`src/rtl/cnt_pkg.sv`:
```
package cnt_pkg;

    typedef enum logic [1:0] {
        OP_HOLD  = 2'd0,
        OP_COUNT = 2'd1,
        OP_LOAD  = 2'd2,
        OP_CLEAR = 2'd3
    } cnt_op_e;

    // Control lines after inversion to active-high
    typedef struct packed {
        logic clr;
        logic ld;
        logic p;
        logic t;
    } cnt_ctl_s;

    // Fixed priority: clear, load, count, hold
    function automatic cnt_op_e pick_op(cnt_ctl_s c);
        if (c.clr)             return OP_CLEAR;
        else if (c.ld)         return OP_LOAD;
        else if (c.p && c.t)   return OP_COUNT;
        else                   return OP_HOLD;
    endfunction

endpackage

```
`src/rtl/cnt_decode.sv`:
```
module cnt_decode
    import cnt_pkg::*;
(
    input  logic    clr_n,
    input  logic    ld_n,
    input  logic    en_p,
    input  logic    en_t,
    output cnt_op_e op
);
    cnt_ctl_s ctl;

    always_comb begin
        ctl.clr = ~clr_n;
        ctl.ld  = ~ld_n;
        ctl.p   = en_p;
        ctl.t   = en_t;
        op      = pick_op(ctl);
    end
endmodule

```
`src/rtl/cnt_state.sv`:
```
module cnt_state
    import cnt_pkg::*;
#(
    parameter int WIDTH     = 4,
    parameter bit ASYNC_CLR = 1'b0
) (
    input  logic             clk,
    input  logic             clr_n,
    input  cnt_op_e          op,
    input  logic [WIDTH-1:0] d,
    output logic [WIDTH-1:0] q
);
    localparam logic [WIDTH-1:0] ONE = WIDTH'(1);

    logic [WIDTH-1:0] nxt;

    always_comb begin
        unique case (op)
            OP_CLEAR: nxt = '0;
            OP_LOAD:  nxt = d;
            OP_COUNT: nxt = q + ONE;
            default:  nxt = q;
        endcase
    end

    generate
        if (ASYNC_CLR) begin : g_async
            always_ff @(posedge clk or negedge clr_n) begin
                if (!clr_n) q <= '0;
                else        q <= nxt;
            end
        end else begin : g_sync
            always_ff @(posedge clk) begin
                q <= nxt;
            end
        end
    endgenerate
endmodule

```
`src/rtl/cnt_tc.sv`:
```
module cnt_tc #(
    parameter int WIDTH = 4
) (
    input  logic [WIDTH-1:0] q,
    input  logic             en_t,
    output logic             rco
);
    localparam logic [WIDTH-1:0] TOP = {WIDTH{1'b1}};

    assign rco = en_t && (q == TOP);
endmodule

```
`src/rtl/cnt_stage.sv`:
```
module cnt_stage
    import cnt_pkg::*;
#(
    parameter int WIDTH     = 4,
    parameter bit ASYNC_CLR = 1'b0
) (
    input  logic             clk,
    input  logic             clr_n,
    input  logic             ld_n,
    input  logic             en_p,
    input  logic             en_t,
    input  logic [WIDTH-1:0] d,
    output logic [WIDTH-1:0] q,
    output logic             rco
);
    cnt_op_e op;

    cnt_decode u_dec (
        .clr_n (clr_n),
        .ld_n  (ld_n),
        .en_p  (en_p),
        .en_t  (en_t),
        .op    (op)
    );

    cnt_state #(.WIDTH(WIDTH), .ASYNC_CLR(ASYNC_CLR)) u_st (
        .clk   (clk),
        .clr_n (clr_n),
        .op    (op),
        .d     (d),
        .q     (q)
    );

    cnt_tc #(.WIDTH(WIDTH)) u_tc (
        .q    (q),
        .en_t (en_t),
        .rco  (rco)
    );
endmodule

```
`config.mk`:
```
export PLATFORM = sky130hd
export DESIGN_NAME = cnt_stage
export DESIGN_NICKNAME = d
export VERILOG_FILES = /design/src/rtl/cnt_pkg.sv /design/src/rtl/cnt_decode.sv /design/src/rtl/cnt_state.sv /design/src/rtl/cnt_tc.sv /design/src/rtl/cnt_stage.sv
export SDC_FILE = /design/constraint.sdc
export NUM_CORES = 1
export LEC_CHECK = 0
export BUFFER_PORTS_ARGS = -buffer_cell sky130_fd_sc_hd__buf_2
export CAP_MARGIN = 20
export CORE_AREA = 8 8 45 47
export CTS_CLUSTER_SIZE = 28
export DETAILED_ROUTE_END_ITERATION = 6
export DIE_AREA = 0 0 53 55
export HOLD_SLACK_MARGIN = 0.06
export PLACE_DENSITY_LB_ADDON = 0.05
export SLEW_MARGIN = 20
export SYNTH_ARGS = -nofsm -noshare
export SYNTH_HDL_FRONTEND = slang
export SYNTH_SLANG_ARGS = --single-unit
```
`constraint.sdc`:
```
create_clock -name clk -period 1.4 [get_ports clk]
set_input_delay 0.28 -clock clk [delete_from_list [all_inputs] [get_ports clk]]
set_output_delay 0.28 -clock clk [all_outputs]
set_load 0.05 [all_outputs]
```
==> flow_summary.toml <==
[layout]
reg_top3 = "u_st.q x4"
fin_nets = 53
largest_reg_flops = 4
final_cell_mix = "12 x buf_2, 5 x nand2_1, 4 x edfxtp_1"
fill_cells = 166
register_area_um2 = 120
drive_above_1_share_pct = 61.0
area_growth_pct = 60.1
final_common_cell = "buf_2"
top_register = "u_st.q"
multiInputGateArea_um2 = 123
diodes = 0

[clock_tree]
insertion_delay_ps = 240
cts_htree_levels = 1
clkSinkCount = 4
cts.reportedPaths.clkPinSlew_ps = 40
cts_tree = "yes"
cts.path.max_buffers = 2
cts_root_buf = "clkbuf_4"
numCtsBuffers = 3

[synth]
synthCells = 22
synth_area_leaders = "edfxtp_1 50%, nand2_1 7.8%, o21ai_1 6.2%, ha_1 5.2%, nand4_2 5.2%"
seq_area_frac_synth_pct = 49.7
yosysUniqueCellTypes = 13
syn-num-nets = 32
synth_top_area_cell = "edfxtp_1"
yosys.area.top_type_share_pct = 49.7
syn_area_um2 = 241
syn-mean-instance-area_um2 = 11.0
ys_warn_count = 0
ys_ff_latch = 4

[worst_setup_path]
worstSetupStartpoint = "u_st.q[1]"
slowest_stage = "edfxtp_1"
crit_buf_inv = 1
crit_family = "flip-flops"
crit_arrival_ps = 1140
worstPathRequired_ps = 1120
r2r_start = "u_st.q[1]"
crit_chain = "ha_2, and4_4, buf_8"
end_kind = "primary output"
cp_max_fo = 2
start_kind = "flip-flop"
path_class = "flip-flop to primary output"
cp_slowest_stage_delay_ps = 360

[timing]
slew_viol_final = 0
hold_ws_ps = 323
timing.fmax_ghz = 0.706
tightest_slew_ps = 253
fin_tns_setup_ps = -16.0
period_needed_ps = 1420
slew_headroom_pct = 83.3
fin_crit_sh_pct = 101
rsz0062_at_grt = "yes"
fin_skew_ps = 1.09
setup_slack_ps = -16.0
hold_viol = 0
setup_viol = 1

[power]
power_frac_comb_pct = 24.8
p_sw_share_pct = 31.2
power_density_nw_per_um2 = 1040
p_int_mw = 0.276
irDropWorstVdd_mv = 0.300
p_leak_nw = 0.177
p_switching_mw = 0.125
seqPwrFrac_pct = 38.1
clkPwrFrac_pct = 37.2

[min_path]
min_from = "d[3]"
hold_path.class = "input port to flip-flop"

[detailed_routing]
via_per_inst = 4.02
drtAntennaViolNets = 0
drtIter0Drc = 2
dr.pass1.iters = 2
routedWlPerCell_um = 12.8
wirelength_um = 730
vias = 229
drc = 0

[floorplan]
start_util_pct = 17.5
coreArea_um2 = 1380
row_count = 14
die_width_um = 53
dieArea_um2 = 2920
die_h_um = 55
ios = 14

[run_status]
status = "complete, but fails checks"
violations = "setup timing"

[grt]
antenna_found_initial = 0
grt_pass1_vias = 269
grt_first_pass_wirelength_um = 1230
grt_max_degree = 5
grt-ovfl-total = 0
grt_use_total_pct = 6.13

[flow_run]
maxCapViolCount = 0

[placed_design]
gp_congestion = 0.660
port_buffers = 13
-- power by group through the flow --
stage	clock, mW	sequential (mW)	combinational (mW)
2_1_floorplan	0	0.190	0.0217
3_3_place_gp	0	0.155	0.0922
3_5_place_dp	0	0.155	0.0919
4_1_cts	0.152	0.153	0.0975
5_1_grt	0.163	0.154	0.110
6_report	0.149	0.153	0.0992
-- path summary, 6_finish.rpt --
kind	to	slack [ps]	cells past startpoint
max	rco	-20	3
max reg2reg	u_st.q[3]	170	5
min	u_st.q[3]	320	3
min reg2reg	u_st.q[3]	670	2
-- metal layers --
metal  wire length (µm)  GRT usage [%]
met5                  0              0
met2                352           8.79
met4                  0           5.17
met3                 62           3.74
met1                314           6.27
-- per-stage QoR --
step / utilization, % / instance area [µm²] / power (mW) / worst slack [ps] / cells
final: 27.9 / 387 / 0.401 / -16.0 / 57
after global routing: 27.9 / 387 / 0.427 / -59.2 / 57
after CTS: 27.4 / 379 / 0.402 / -21.9 / 56
after detailed placement: 24.3 / 337 / 0.247 / 87.5 / 52
after global placement: 24.3 / 337 / 0.247 / 117 / 52
after floorplan: - / 244 / 0.212 / -134 / 22
-- synthesized netlist by cell type, drive strengths merged --
cell type	instances
xor2	1
and4	1
nor2b	1
xnor2	1
edfxtp	4
o21ai	4
nand4	1
nand2	5
inv	1
nand3	2
ha	1
-- area by class of cell --
cell class	instances	area share (%)
multi-input cells	17	31.7
flip-flops and latches	4	31.1
repair buffers	16	25.2
clock buffers	3	5.83
well taps	16	5.18
inverters	1	0.971
-- worst min-delay path: stages --
cell and delay (ps):
buf_2 70, nand2_1 50, o21ai_2 50
-- logic make-up after synthesis --
family	after synthesis	share of synthesized area [%]
simple gates	10	26.4
buf+inv	1	1.55
fa+ha+maj	1	5.18
xor+xnor	2	7.26
flops	4	49.7
compound gates	4	9.84
-- what timing repair did --
item / in CTS / in global routing
gates resized for setup: 4 / 0
setup endpoints to repair: 1 / 1
hold buffers: 0 / 0
setup buffers: 1 / 1
hold endpoints to repair: 0 / 0
Power figures use the tool's default switching activity.
